--- src/rtl/spi_host_pkg.sv ---
package spi_host_pkg;

  // Control word field positions (the register layout is part of the contract)
  localparam int LEN_W    = 7;
  localparam int GO_BIT   = 8;
  localparam int RXF_BIT  = 9;
  localparam int TXF_BIT  = 10;
  localparam int LSB_BIT  = 11;
  localparam int IE_BIT   = 12;
  localparam int ASEL_BIT = 13;

  localparam int BUS_W   = 32;
  localparam int MAXBITS = 1 << LEN_W;
  localparam int NWORDS  = MAXBITS / BUS_W;
  localparam int ADR_W   = $clog2(NWORDS + 3);
  localparam int CNT_W   = LEN_W + 1;   // holds 1..MAXBITS
  localparam int EDGE_W  = LEN_W + 2;   // holds 0..2*MAXBITS

  typedef struct packed {
    logic [LEN_W-1:0] len;
    logic             rx_fall;
    logic             tx_fall;
    logic             lsb_first;
  } shift_cfg_t;

  // Length code 0 stands for the full frame
  function automatic logic [CNT_W-1:0] frame_bits(input logic [LEN_W-1:0] len);
    return (len == '0) ? CNT_W'(MAXBITS) : {1'b0, len};
  endfunction

  // Data-register position of serial bit i in an n-bit frame
  function automatic logic [LEN_W-1:0] bit_slot(input logic [CNT_W-1:0] i,
                                                input logic [CNT_W-1:0] n,
                                                input logic lsb_first);
    return LEN_W'(lsb_first ? i : (n - CNT_W'(1) - i));
  endfunction

endpackage

--- src/rtl/spi_bus_regs.sv ---
module spi_bus_regs
  import spi_host_pkg::*;
#(
  parameter int NSEL = 8,
  parameter int DIVW = 16
) (
  input  logic               clk,
  input  logic               rst,
  input  logic               cyc,
  input  logic               stb,
  input  logic               we,
  input  logic [ADR_W-1:0]   adr,
  input  logic [BUS_W-1:0]   wdat,
  output logic [BUS_W-1:0]   rdat,
  output logic               ack,
  input  logic [MAXBITS-1:0] rx_data,
  input  logic               done,
  output logic [MAXBITS-1:0] tx_data,
  output logic               busy,
  output logic               launch,
  output shift_cfg_t         launch_cfg,
  output logic               auto_sel,
  output logic [DIVW-1:0]    div,
  output logic [NSEL-1:0]    sel,
  output logic               irq
);

  localparam logic [ADR_W-1:0] A_CTRL = ADR_W'(NWORDS);
  localparam logic [ADR_W-1:0] A_DIV  = ADR_W'(NWORDS + 1);
  localparam logic [ADR_W-1:0] A_SEL  = ADR_W'(NWORDS + 2);

  logic             req, wr, ctrl_wr;
  shift_cfg_t       cfg;
  logic             irq_en;
  logic [BUS_W-1:0] rmux;

  assign req     = cyc && stb && !ack;
  assign wr      = req && we;
  assign ctrl_wr = wr && (adr == A_CTRL) && !busy;
  assign launch  = ctrl_wr && wdat[GO_BIT];

  assign launch_cfg.len       = wdat[LEN_W-1:0];
  assign launch_cfg.rx_fall   = wdat[RXF_BIT];
  assign launch_cfg.tx_fall   = wdat[TXF_BIT];
  assign launch_cfg.lsb_first = wdat[LSB_BIT];

  // Transmit words, one register per bus word
  generate
    for (genvar w = 0; w < NWORDS; w++) begin : g_txw
      always_ff @(posedge clk) begin
        if (rst)
          tx_data[w*BUS_W +: BUS_W] <= '0;
        else if (wr && adr == ADR_W'(w))
          tx_data[w*BUS_W +: BUS_W] <= wdat;
      end
    end
  endgenerate

  always_comb begin
    rmux = '0;
    for (int w = 0; w < NWORDS; w++)
      if (adr == ADR_W'(w)) rmux = rx_data[w*BUS_W +: BUS_W];
    if (adr == A_CTRL)
      rmux = {{(BUS_W-14){1'b0}}, auto_sel, irq_en, cfg.lsb_first,
              cfg.tx_fall, cfg.rx_fall, busy, 1'b0, cfg.len};
    if (adr == A_DIV) rmux = BUS_W'(div);
    if (adr == A_SEL) rmux = BUS_W'(sel);
  end

  always_ff @(posedge clk) begin
    if (rst) begin
      ack      <= 1'b0;
      rdat     <= '0;
      cfg      <= '0;
      irq_en   <= 1'b0;
      auto_sel <= 1'b0;
      busy     <= 1'b0;
      div      <= '0;
      sel      <= '0;
      irq      <= 1'b0;
    end else begin
      ack <= req;
      if (req) rdat <= rmux;
      if (ctrl_wr) begin
        cfg      <= launch_cfg;
        irq_en   <= wdat[IE_BIT];
        auto_sel <= wdat[ASEL_BIT];
      end
      if (launch)     busy <= 1'b1;
      else if (done)  busy <= 1'b0;
      if (wr && adr == A_DIV) div <= wdat[DIVW-1:0];
      if (wr && adr == A_SEL) sel <= wdat[NSEL-1:0];
      if (done && irq_en) irq <= 1'b1;
      else if (req)       irq <= 1'b0;
    end
  end

  // acknowledge is a single-cycle pulse
  a_r2_ack_pulse: assert property (@(posedge clk) disable iff (rst) ack |=> !ack);
  // configuration is frozen while a transfer runs
  a_r9_cfg_locked: assert property (@(posedge clk) disable iff (rst)
    busy |=> ($stable(cfg) && $stable(irq_en) && $stable(auto_sel)));
  // interrupt only rises as busy falls
  a_r13_irq_at_end: assert property (@(posedge clk) disable iff (rst)
    $rose(irq) |-> $fell(busy));

endmodule

--- src/rtl/spi_sclk_gen.sv ---
module spi_sclk_gen #(
  parameter int DIVW = 16
) (
  input  logic            clk,
  input  logic            rst,
  input  logic            launch,
  input  logic            run,
  input  logic [DIVW-1:0] div,
  output logic            sclk,
  output logic            tick,
  output logic            tick_rise
);

  logic [DIVW-1:0] cnt;

  assign tick      = run && (cnt == '0);
  assign tick_rise = tick && !sclk;

  always_ff @(posedge clk) begin
    if (rst) begin
      cnt  <= '0;
      sclk <= 1'b0;
    end else if (launch) begin
      cnt  <= div;
      sclk <= 1'b0;
    end else if (run) begin
      if (cnt == '0) begin
        cnt  <= div;
        sclk <= !sclk;
      end else begin
        cnt <= cnt - DIVW'(1);
      end
    end
  end

  // serial clock rests low whenever no transfer is running
  a_r4_idle_low: assert property (@(posedge clk) disable iff (rst) !run |-> !sclk);

endmodule

--- src/rtl/spi_shift_engine.sv ---
module spi_shift_engine
  import spi_host_pkg::*;
(
  input  logic               clk,
  input  logic               rst,
  input  logic               launch,
  input  shift_cfg_t         launch_cfg,
  input  logic [MAXBITS-1:0] tx_data,
  input  logic               miso,
  input  logic               tick,
  input  logic               tick_rise,
  output logic               mosi,
  output logic [MAXBITS-1:0] rx_data,
  output logic               done
);

  logic              rx_fall, tx_fall, lsb_first;
  logic [CNT_W-1:0]  nbits, n_launch;
  logic [EDGE_W-1:0] ecnt, e_next;
  logic [CNT_W-1:0]  cur_idx, next_idx;
  logic              sample_now;

  assign n_launch   = frame_bits(launch_cfg.len);
  assign e_next     = ecnt + EDGE_W'(1);
  assign cur_idx    = ecnt[EDGE_W-1:1];          // bit of the current clock period
  assign next_idx   = cur_idx + CNT_W'(1);       // bit launched on a falling edge
  assign sample_now = tick_rise ^ rx_fall;
  assign done       = tick && (e_next == {nbits, 1'b0});

  always_ff @(posedge clk) begin
    if (rst) begin
      rx_fall   <= 1'b0;
      tx_fall   <= 1'b0;
      lsb_first <= 1'b0;
      nbits     <= '0;
      ecnt      <= '0;
      mosi      <= 1'b0;
      rx_data   <= '0;
    end else if (launch) begin
      rx_fall   <= launch_cfg.rx_fall;
      tx_fall   <= launch_cfg.tx_fall;
      lsb_first <= launch_cfg.lsb_first;
      nbits     <= n_launch;
      ecnt      <= '0;
      if (launch_cfg.tx_fall)
        mosi <= tx_data[bit_slot('0, n_launch, launch_cfg.lsb_first)];
    end else if (tick) begin
      ecnt <= e_next;
      if (tick_rise && !tx_fall)
        mosi <= tx_data[bit_slot(cur_idx, nbits, lsb_first)];
      if (!tick_rise && tx_fall && next_idx < nbits)
        mosi <= tx_data[bit_slot(next_idx, nbits, lsb_first)];
      if (sample_now)
        rx_data[bit_slot(cur_idx, nbits, lsb_first)] <= miso;
    end
  end

  // rising edges fall on even edge counts, falling on odd
  a_r4_edge_parity: assert property (@(posedge clk) disable iff (rst)
    tick |-> (tick_rise == !ecnt[0]));
  // edge counter never passes twice the frame length
  a_r5_edge_bound: assert property (@(posedge clk) disable iff (rst)
    ecnt <= {nbits, 1'b0});
  // completion comes on a falling edge, with the last sample stored in that cycle
  a_r10_done_on_fall: assert property (@(posedge clk) disable iff (rst)
    done |-> !tick_rise);

endmodule

--- src/rtl/spi_host_regs.sv ---
module spi_host_regs
  import spi_host_pkg::*;
#(
  parameter int NSEL = 8,
  parameter int DIVW = 16
) (
  input  logic             clk,
  input  logic             rst,
  input  logic             bus_cyc,
  input  logic             bus_stb,
  input  logic             bus_we,
  input  logic [ADR_W-1:0] bus_adr,
  input  logic [BUS_W-1:0] bus_wdat,
  output logic [BUS_W-1:0] bus_rdat,
  output logic             bus_ack,
  output logic             irq,
  output logic             sclk,
  output logic             mosi,
  input  logic             miso,
  output logic [NSEL-1:0]  ss_n
);

  logic [MAXBITS-1:0] tx_data, rx_data;
  logic               busy, launch, done, auto_sel;
  logic               tick, tick_rise;
  shift_cfg_t         launch_cfg;
  logic [DIVW-1:0]    div;
  logic [NSEL-1:0]    sel;

  spi_bus_regs #(.NSEL(NSEL), .DIVW(DIVW)) u_regs (
    .clk(clk), .rst(rst), .cyc(bus_cyc), .stb(bus_stb), .we(bus_we),
    .adr(bus_adr), .wdat(bus_wdat), .rdat(bus_rdat), .ack(bus_ack),
    .rx_data(rx_data), .done(done), .tx_data(tx_data), .busy(busy),
    .launch(launch), .launch_cfg(launch_cfg), .auto_sel(auto_sel),
    .div(div), .sel(sel), .irq(irq)
  );

  spi_sclk_gen #(.DIVW(DIVW)) u_clk (
    .clk(clk), .rst(rst), .launch(launch), .run(busy), .div(div),
    .sclk(sclk), .tick(tick), .tick_rise(tick_rise)
  );

  spi_shift_engine u_shift (
    .clk(clk), .rst(rst), .launch(launch), .launch_cfg(launch_cfg),
    .tx_data(tx_data), .miso(miso), .tick(tick), .tick_rise(tick_rise),
    .mosi(mosi), .rx_data(rx_data), .done(done)
  );

  assign ss_n = (auto_sel && !busy) ? {NSEL{1'b1}} : ~sel;

  // MOSI only moves at a launch or during a transfer
  a_r3_mosi_quiet: assert property (@(posedge clk) disable iff (rst)
    (!busy && !launch) |=> $stable(mosi));
  // automatic selects release in the cycle the transfer ends
  a_r11_auto_release: assert property (@(posedge clk) disable iff (rst)
    ($fell(busy) && auto_sel) |-> (&ss_n));

endmodule

--- config.mk ---
export PLATFORM = sky130hd
export DESIGN_NAME = spi_host_regs
export DESIGN_NICKNAME = d
export VERILOG_FILES = /design/src/rtl/spi_host_pkg.sv /design/src/rtl/spi_bus_regs.sv /design/src/rtl/spi_sclk_gen.sv /design/src/rtl/spi_shift_engine.sv /design/src/rtl/spi_host_regs.sv
export SDC_FILE = /design/constraint.sdc
export NUM_CORES = 1
export LEC_CHECK = 0
export BUFFER_PORTS_ARGS = -buffer_cell sky130_fd_sc_hd__buf_2
export CAP_MARGIN = 20
export CELL_PAD_IN_SITES_DETAIL_PLACEMENT = 1
export CELL_PAD_IN_SITES_GLOBAL_PLACEMENT = 2
export CORE_MARGIN = 5
export CORE_UTILIZATION = 40
export DETAILED_ROUTE_END_ITERATION = 10
export PLACE_DENSITY = 0.87
export SLEW_MARGIN = 20
export SYNTH_ARGS = -nofsm -noshare
export SYNTH_HDL_FRONTEND = slang
export SYNTH_HIERARCHICAL = 1
export SYNTH_SLANG_ARGS = --single-unit
--- constraint.sdc ---
create_clock -name clk -period 9.3 [get_ports clk]
set_clock_uncertainty 0.2 [all_clocks]
set_input_delay 0.93 -clock clk [delete_from_list [all_inputs] [get_ports clk]]
set_output_delay 0.93 -clock clk [all_outputs]
set_load 0.05 [all_outputs]
==> run_results.csv, run 1 <==
group,metric,value,unit
synthesis,synth_warnings,6,
worst_setup_path,end_kind,"flip-flop",
layout,area_delta_synth_final,10.0,%
clocking,clock_path_buffers,3,
worst_setup_path,critPathKind,"flip-flop to flip-flop",
sta,fmax,0.167,GHz
clocking,ctsHtreeMaxLevel,2,
power,pwr_density_cell,154,nW/um^2
layout,n_antenna_cell,0,
synthesis,syn_area,21300,um^2
sta,hold_viol_final,0,
sta,slew_headroom,0.273,
run_status,status,"complete, no violations",
sta,rsz0062_at_grt,"no",
worst_setup_path,crit_arrival,6.26,ns
clocking,cts_tree,"built",
sta,setup_slack,3.31,ns
synthesis,synth.top_cell.area_share,0.342,
drt,first_pass_iters,5,
layout,fin_nets,2782,
placed_design,dp_slack,3.43,ns
placed_design,dp.final_hpwl,57.5,mm
floorplan,core,52700,um^2
worst_setup_path,crit_chain,"ha_1 > xor2_2 > buf_4 > clkinv_1 > ha_1 > xnor2_2 > buf_4 > mux2_2 > mux2_2 > o2111ai_1 > mux2i_1 > mux2i_1 > mux2i_1 > a2111o_1 > a31o_1",
synthesis,yosysSeqAreaShare,0.342,
power,ir_drop,144,uV
clocking,post_cts_buffers,0,
power,power,3.61,mW
floorplan,die_w,241,um
synthesis,ys_dominant_reg_cell,"dfxtp_1",
sta,tightest_slew,1.09,ns
grt,grt_max_degree,116,
clocking,post_cts_resized,0,
drt,drtIter0Drc,1786,
run,maxCapViolCount,0,
layout,regArea,7310,um^2
layout,multi_input_area,12900,um^2
floorplan,die_h,241,um
synthesis,synth_nets,2831,
placed_design,gp_congestion,0.886,
drt,drc,0,
layout,fill_cells,6393,
grt,grt.total_usage,0.283,
synthesis,ys_ff_latch,365,
power,leakagePower,8.26,nW
sta,slew_violations,0,
sta,hold_slack,0.254,ns
synthesis,synthTopCellsByArea,"dfxtp_1, nand2_1, a21oi_1, mux2i_1, nand3_1",
clocking,numCtsBuffers,43,
clocking,cts_sinks,365,
synthesis,synth_area_leader_cell,"dfxtp_1",
layout,fin_area,23500,um^2
worst_setup_path,cp_data_required_time,9.58,ns
floorplan,io-pin-count,85,
synthesis,synth-async-reset-ratio,0,
drt,vias,21300,
grt,first_global_vias,21400,
sta,period_needed,5.99,ns
worst_setup_path,critPathSlowestCell,"clkinv_1",
floorplan,dieArea,58100,um^2
floorplan,row_count,84,
sta,setup_violations,0,
clocking,clk_pin_slew_worst_paths,0.07,ns
worst_setup_path,cp-start-kind,"flip-flop",
layout,utilization,0.446,
placed_design,io_buffers,84,
worst_setup_path,crit_family,"buffers and inverters",
drt,wl_per_cell,24.8,um
grt,antenna_found_initial,3,
synthesis,synth_edf_count,0,
grt,grt_pass1_wl,130,mm
worst_setup_path,path_buf_inv,3,
worst_setup_path,slowest_delay,0.75,ns
clocking,cts_root_buf,"clkbuf_16",
grt,grt_remaining_overflow,0,
synthesis,syn_inst,2761,
synthesis,avgSynthCellArea,7.73,um^2
placed_design,dp.cells,3355,
floorplan,start_util,0.405,
worst_setup_path,cpMostUsedCell,"mux2i_1",
sta,period_share,0.644,
drt,avgViaCountPerCell,6.22,
clocking,postCtsHoldBufs,0,
worst_setup_path,crit_fanout,27,
layout,final_cells,3432,
synthesis,synth.distinct_cells,101,
sta,final.setup.tns,0,ns
worst_hold_path,hold_path_class,"flip-flop to flip-flop",
placed_design,dpl_cell_area,22000,um^2
drt,ant_nets,0,
layout,layout-drive-gt1-share,0.114,
clocking,worstSkewPairLatency,0.58,ns
drt,routed_wl,85.1,mm
==> layout by cell type (no fill, tap or decap), drive strengths merged, types with 12 or more instances in the layout <==
cell | Yosys | final
nand2 | 502 | 502
dfxtp | 365 | 365
a21oi | 327 | 327
nand3 | 209 | 209
mux2i | 151 | 151
nor2 | 145 | 145
o21ai | 145 | 145
buf | 93 | 137
nor2b | 66 | 66
clkbuf | 138 | 61
nor3 | 60 | 60
inv | 46 | 46
o22ai | 39 | 39
nand4 | 38 | 38
xnor2 | 29 | 29
ha | 27 | 27
mux4 | 27 | 27
or3 | 24 | 24
a211oi | 23 | 23
nor4 | 19 | 19
o21a | 18 | 18
mux2 | 17 | 17
a22o | 16 | 16
a31oi | 15 | 15
nand2b | 15 | 15
or4 | 14 | 14
o2111ai | 13 | 13
and3 | 13 | 13
o211ai | 12 | 12
==> worst min-delay path: cells and delay by family (launching register included) <==
family / cells / cell delay [ns]
AOI/OAI and AO/OA: 1 / 0.05
DFF: 1 / 0.31
and+or+nand+nor: 1 / 0.05
==> final cells by class <==
cell class	count	share of cell area
clock buffer	61	0.0534
multi-input combinational	2118	0.548
clock inverter	16	0.00789
sequential	365	0.311
timing repair buffer	137	0.0354
inverter	47	0.00751
tap	688	0.0367
==> worst paths after layout <==
check	startpoint	endpoint	slack [ns]	cells past startpoint
hold / removal	u_regs/cfg[4]	u_regs/cfg[4]	0.25	2
setup / recovery	u_shift/ecnt[2]	u_shift/mosi	3.31	15
hold reg to reg	u_regs/cfg[4]	u_regs/cfg[4]	0.25	2
setup reg to reg	u_shift/ecnt[2]	u_shift/mosi	3.31	15
==> flip-flops by register name (all words and copies together) (netlist names), 8 cells and up <==
signal           count
u_regs/cfg          10
u_shift/ecnt         9
u_regs/tx_data     128
u_shift/rx_data    128
u_shift/nbits        8
u_regs/div          16
u_regs/rdat         32
u_clk/cnt           16
u_regs/sel           8
==> layer usage <==
| layer | wire (um) | global-route usage |
|---|---|---|
| met4 | 2590 | 0.0816 |
| met5 | 13 | 0 |
| met1 | 37300 | 0.383 |
| met2 | 40500 | 0.479 |
| met3 | 4640 | 0.0351 |
==> where the power goes <==
part / internal, mW / leakage [nW] / switching, mW
Sequential: 1.57 / 2.94 / 0.00996
Combinational: 0.0789 / 4.62 / 0.222
Clock: 1.02 / 0.705 / 0.705
==> cells in the mapped netlist, drive strengths merged (10+ instances only) <==
library cell	count
o211ai	12
a22oi	10
o21ai	145
o22ai	39
nor2	145
nand2	502
nand2b	15
dfxtp	365
o21a	18
inv	46
nor2b	66
a21oi	327
nor3	60
or4	14
xnor2	29
or3	24
ha	27
mux4	27
a211oi	23
o2111ai	13
nand3	209
and3	13
mux2i	151
a22o	16
a31oi	15
nor4	19
xor2	11
clkbuf	138
mux2	17
buf	93
nand4	38
==> logic make-up (layout without fill, tap and decap cells) <==
group,Yosys count,in the layout,synth area share
and+or+nand+nor,1148,1148,0.256
muxes,195,195,0.108
adders and majority gates,29,29,0.0177
xor gates and xnor gates,40,40,0.0164
AOI/OAI and AO/OA,706,706,0.199
DFF,365,365,0.342
buffers and inverters,278,261,0.0600
Power figures use the tool's default switching activity.
==> run 2, diff against run 1 <==
ABC_AREA = 1   (was unset)
CORE_UTILIZATION = 32   (was 40)
PLACE_DENSITY = 0.8   (was 0.87)
clock period = 5.4 ns   (was 9.3 ns; I/O delays follow)
==> run_results.csv, run 2 <==
group,metric,value,unit
sta,setup_violations,0,
worst_hold_path,holdPathStages,3,
synthesis,synth-simple-area-share,0.358,
clocking,cts_tree,"built",
sta,final.setup.tns,0,ns
worst_setup_path,regToRegSetupSlack,1.30,ns
worst_setup_path,critPathKind,"flip-flop to flip-flop",
clocking,post_cts_resized,0,
synthesis,synth.distinct_cells,49,
layout,mostFrequentLayoutCell,"nand2_1",
worst_setup_path,r2r-end,"u_shift/mosi",
clocking,cts_sinks,365,
sta,slew_headroom,0.220,
clocking,post_cts_buffers,0,
grt,grt.total_usage,0.246,
worst_setup_path,slowest_delay,0.56,ns
synthesis,syn_inst,3349,
synthesis,synthTopCellsByArea,"dfxtp_1, nand2_1, nand3_1, a21oi_1, inv_1",
worst_hold_path,min_to,"u_regs/tx_data[30]",
grt,antenna_found_initial,2,
sta,period_needed,4.10,ns
placed_design,gp_congestion,0.938,
synthesis,synth_compound_area_frac,0.175,
clocking,postCtsHoldBufs,0,
synthesis,synth_warnings,6,
worst_setup_path,cpMostUsedCell,"nand3_1",
floorplan,core,67400,um^2
worst_hold_path,hold_path_class,"primary input to flip-flop",
synthesis,synthMuxAreaShare,0,
power,ir_drop,193,uV
sta,period_share,0.758,
worst_setup_path,end_kind,"flip-flop",
clocking,ctsHtreeMaxLevel,2,
drt,vias,23200,
layout,fill_cells,8572,
power,p_int,4.73,mW
power,power.switching,1.83,mW
worst_setup_path,timing.rr.start,"u_shift/ecnt[2]",
synthesis,ys_ff_latch,365,
drt,drtIter0Drc,1846,
clocking,clock_path_buffers,3,
synthesis,synth_top_family_by_area,"simple AND/OR/NAND/NOR gates",
grt,grt_remaining_overflow,0,
worst_setup_path,cp_data_required_time,5.76,ns
drt,drc,0,
sta,rsz0062_at_grt,"no",
synthesis,synth-async-reset-ratio,0,
worst_setup_path,crit_arrival,4.45,ns
synthesis,avgSynthCellArea,6.51,um^2
synthesis,yosysMostFrequentCell,"nand2_1",
drt,wl_per_cell,22.2,um
worst_setup_path,path_buf_inv,3,
worst_setup_path,cp-start-kind,"flip-flop",
clocking,worstSkewPairLatency,0.63,ns
synthesis,ys_dominant_reg_cell,"dfxtp_1",
power,seq_power_share,0.415,
clocking,clk_pin_slew_worst_paths,0.06,ns
power,leakagePower,9.40,nW
sta,hold_slack,0.0311,ns
clocking,numCtsBuffers,44,
synthesis,synth.top_cell.area_share,0.335,
drt,routed_wl,93.6,mm
worst_setup_path,critPathSlowestCell,"dfxtp_1",
grt,first_global_vias,23400,
power,combPwrFrac,0.098,
sta,hold_viol_final,0,
layout,layout_common_cells,"nand2_1, nand3_1, dfxtp_1",
floorplan,row_count,95,
worst_setup_path,crit_chain,"ha_1 > fa_1 > o21ai_2 > inv_1 > buf_4 > o21ai_0 > o21ai_0 > nand2_1 > nand3_1 > nand3_1 > nand3_1 > nand3b_1 > nand3_1 > nand3_1 > nand3_1 > nand2_1 > inv_1",
sta,slew_violations,0,
layout,utilization,0.358,
floorplan,start_util,0.324,
synthesis,syn_area,21800,um^2
synthesis,yosysSeqAreaShare,0.335,
layout,layout-drive-gt1-share,0.102,
layout,area_delta_synth_final,10.6,%
worst_setup_path,worstRegToRegCells,17,
synthesis,synth_fa_ha_area_frac,0.0173,
power,switching_share,0.279,
sta,fmax,0.244,GHz
floorplan,io-pin-count,85,
grt,grt_max_degree,150,
clocking,cts_root_buf,"clkbuf_16",
worst_hold_path,worstHoldStart,"bus_wdat[30]",
sta,tightest_slew,1.17,ns
floorplan,dieArea,73500,um^2
layout,largestRegisters,"u_regs/tx_data (128), u_shift/rx_data (128), u_regs/rdat (32)",
synthesis,synth_edf_count,0,
drt,first_pass_iters,5,
floorplan,die_w,271,um
worst_setup_path,crit_family,"buffers and inverters",
placed_design,io_buffers,84,
drt,avgViaCountPerCell,5.50,
worst_setup_path,crit_fanout,17,
synthesis,synth_area_leader_cell,"dfxtp_1",
layout,fin_nets,3378,
power,power,6.56,mW
synthesis,synth_common_cells,"nand2_1, nand3_1, dfxtp_1",
placed_design,dp.final_hpwl,64.1,mm
floorplan,die_h,271,um
power,pwr_density_cell,272,nW/um^2
run_status,status,"complete, no violations",
run,maxCapViolCount,0,
synthesis,synth_nets,3419,
drt,ant_nets,0,
power,p_clk_frac,0.487,
synthesis,synth_xor_xnor_area_share,0.00883,
grt,grt_pass1_wl,144,mm
[run 2: worst max-delay path by stage]
stage                         start                   end  slack (ns)  cells after the start
floorplan                u_regs/ack  u_shift/rx_data[101]        2.32                     16
global placement    u_shift/ecnt[2]          u_shift/mosi        1.29                     17
detailed placement       bus_adr[0]  u_shift/rx_data[112]        1.27                     17
CTS                 u_shift/ecnt[2]          u_shift/mosi        1.36                     17
global route           u_clk/cnt[0]  u_shift/rx_data[104]        0.96                     19
finish              u_shift/ecnt[2]          u_shift/mosi        1.30                     17
[run 2: per-layer routing]
metal  track usage  share of wire  up-vias
met2         0.409           0.46      610
met1         0.337           0.46    11500
met3        0.0330          0.053      138
li1              -              -    10900
met4        0.0650          0.027        2
met5             0        0.00021        -
[run 2: power by group through the flow]
| stage | Clock, mW | Sequential [mW] | Combinational, mW |
|---|---|---|---|
| 2_1_floorplan | 0 | 2.80 | 0.391 |
| 3_3_place_gp | 0 | 2.78 | 0.626 |
| 3_5_place_dp | 0 | 2.78 | 0.634 |
| 4_1_cts | 3.25 | 2.73 | 0.636 |
| 5_1_grt | 3.38 | 2.73 | 0.688 |
| 6_report | 3.19 | 2.73 | 0.642 |
[run 2: per-stage QoR]
| stage | area, um^2 | setup slack, ns | cells |
|---|---|---|---|
| 6_report | 24100 | 1.30 | 4217 |
| 5_1_grt | 24100 | 0.963 | 4216 |
| 4_1_cts | 24100 | 1.36 | 4216 |
| 3_5_place_dp | 22600 | 1.27 | 4135 |
| 3_3_place_gp | 22600 | 1.29 | 4135 |
| 2_1_floorplan | 21800 | 2.32 | 3349 |
[run 2: layout make-up]
cell class	count	area (um^2)	share of cell area
diodes	1	2.50	0.000104
clock buffers	64	1260	0.0521
clock inverters	17	290	0.0120
inverters	315	1190	0.0495
multi-input cells	2455	12200	0.506
flip-flops and latches	365	7310	0.303
well taps	873	1090	0.0453
repair buffers	127	781	0.0324
[run 2: kinds of logic after synthesis]
logic type      Yosys count
xor+xnor                 22
flops                   365
simple gates           1759
fa+ha+maj                29
buf+inv                 529
compound gates          645
[run 2: worst min-delay path: stages]
cell	delay (ns)
buf_2	0.13
nand2_1	0.06
a21oi_1	0.05
==> run 3, diff against run 2 <==
CORE_UTILIZATION = 35   (was 32)
PLACE_DENSITY = 0.83   (was 0.8)
clock period = 4.1 ns   (was 5.4 ns; I/O delays follow)
==> run_results.csv, run 3 (synthesis results as in run 2) <==
group,metric,value,unit
worst_setup_path,critPathKind,"flip-flop to flip-flop",
power,power.switching,2.44,mW
placed_design,dp.final_hpwl,63.9,mm
floorplan,die_h,260,um
drt,drc,0,
sta,rsz0062_at_grt,"no",
power,leakagePower,9.62,nW
layout,layout-drive-gt1-share,0.109,
drt,avgViaCountPerCell,5.55,
layout,area_delta_synth_final,12.3,%
layout,n_antenna_cell,0,
worst_setup_path,cp-start-kind,"flip-flop",
grt,grt_pass1_wl,143,mm
clocking,ctsHtreeMaxLevel,2,
power,p_int,6.12,mW
floorplan,io-pin-count,85,
layout,layout_common_cells,"nand2_1, nand3_1, dfxtp_1",
layout,mostFrequentLayoutCell,"nand2_1",
sta,slew_headroom,0.425,
power,combPwrFrac,0.105,
clocking,post_cts_buffers,0,
clocking,cts_root_buf,"clkbuf_16",
sta,final.setup.tns,0,ns
sta,setup_violations,0,
layout,fill_cells,8068,
power,seq_power_share,0.420,
clocking,post_cts_resized,0,
power,p_clk_frac,0.476,
placed_design,dp_slack,0.333,ns
power,pwr_density_cell,349,nW/um^2
grt,first_global_vias,24000,
sta,period_share,0.937,
power,power,8.55,mW
sta,hold_viol_final,0,
clocking,worstSkewPairLatency,0.60,ns
clocking,clk_pin_slew_worst_paths,0.06,ns
floorplan,die_w,260,um
clocking,cts_tree,"built",
sta,fmax,0.260,GHz
worst_hold_path,hold_path_class,"primary input to flip-flop",
grt,antenna_found_initial,1,
worst_setup_path,crit_arrival,4.11,ns
floorplan,dieArea,67400,um^2
grt,grt.total_usage,0.269,
grt,grt_max_degree,123,
clocking,numCtsBuffers,45,
floorplan,row_count,91,
drt,first_pass_iters,5,
sta,tightest_slew,0.862,ns
clocking,clock_path_buffers,3,
power,ir_drop,278,uV
floorplan,start_util,0.354,
power,switching_share,0.285,
sta,period_needed,3.84,ns
worst_setup_path,crit_fanout,9,
worst_setup_path,end_kind,"flip-flop",
drt,vias,23400,
worst_setup_path,cp_data_required_time,4.37,ns
drt,wl_per_cell,22.1,um
sta,slew_violations,0,
sta,setup_slack,0.260,ns
placed_design,gp_congestion,0.894,
layout,fin_nets,3426,
drt,drtIter0Drc,1761,
run,maxCapViolCount,0,
placed_design,io_buffers,84,
layout,largestRegisters,"u_regs/tx_data (128), u_shift/rx_data (128), u_regs/rdat (32)",
run_status,status,"complete, no violations",
clocking,cts_sinks,365,
grt,grt_remaining_overflow,0,
floorplan,core,61700,um^2
drt,routed_wl,93.3,mm
drt,ant_nets,0,
-- run 3: changes by cell type in the layout (fill, tap and decap cells not counted), sizes merged --
cell,previous run,this run
diode,1,0
clkbuf,64,63
clkinv,17,19
inv,308,309
buf,127,155
bufinv,5,3
dlygate4sd3,0,19
-- run 3: final cells by class --
class	instances	area [um^2]	share of cell area
multi-input cells	2455	12200	0.499
inverters	315	1190	0.0488
clock inverters	18	239	0.00976
clock buffers	63	1240	0.0508
repair buffers	174	1240	0.0508
well taps	837	1050	0.0428
flip-flops and latches	365	7310	0.298
-- run 3: power groups by stage --
stage          registers, mW  logic [mW]  clock network (mW)
6_report                3.59       0.898                4.07
5_1_grt                 3.59       0.963                4.30
4_1_cts                 3.59       0.888                4.16
3_5_place_dp            3.67       0.870                   0
3_3_place_gp            3.67       0.857                   0
2_1_floorplan           3.69       0.515                   0
-- run 3: per-layer routing --
layer | share of wire | global-route usage | vias up
li1 | - | - | 11000
met1 | 0.46 | 0.365 | 11700
met2 | 0.46 | 0.447 | 593
met3 | 0.047 | 0.0337 | 158
met4 | 0.031 | 0.0831 | 2
met5 | 0.00014 | 0 | -
-- run 3: critical path, stage by stage, from the launching register on --
cell     delay [ns]
dfxtp_1        0.33
inv_1          0.13
ha_1           0.24
nand2_2        0.10
nor2_4         0.16
xor2_1         0.26
ha_1           0.34
nand2_1        0.11
inv_1          0.04
nand4_1        0.11
nand3_1        0.09
nand2_1        0.07
nand3_2        0.08
o21ai_4        0.17
nand3_4        0.28
nor2_2         0.48
inv_2          0.21
nor3_1         0.22
nor3_1         0.07
-- run 3: path summary, 6_finish.rpt --
path,startpoint,endpoint,slack [ns],depth (start not counted)
max reg2reg,u_shift/nbits[0],u_shift/rx_data[30],0.26,18
min reg2reg,u_regs/tx_data[116],u_regs/tx_data[116],0.26,2
min,bus_wdat[15],u_regs/tx_data[15],0.04,3
max,u_shift/nbits[0],u_shift/rx_data[30],0.26,18
-- run 3: repair_timing --
item                       4_1_cts  5_1_grt
hold endpoints to repair        93        0
hold buffers                    19        0
setup endpoints to repair        0        0
-- run 3: metrics by stage --
| step | util | hold WS [ns] | area (um^2) | std cells |
|---|---|---|---|---|
| 2_1_floorplan | - | 0.236 | 21800 | 3349 |
| 3_3_place_gp | 0.370 | 0.246 | 22800 | 4127 |
| 3_5_place_dp | 0.370 | 0.256 | 22800 | 4127 |
| 4_1_cts | 0.397 | 0.00943 | 24500 | 4227 |
| 5_1_grt | 0.397 | 0.0174 | 24500 | 4227 |
| 6_report | 0.397 | 0.0361 | 24500 | 4227 |
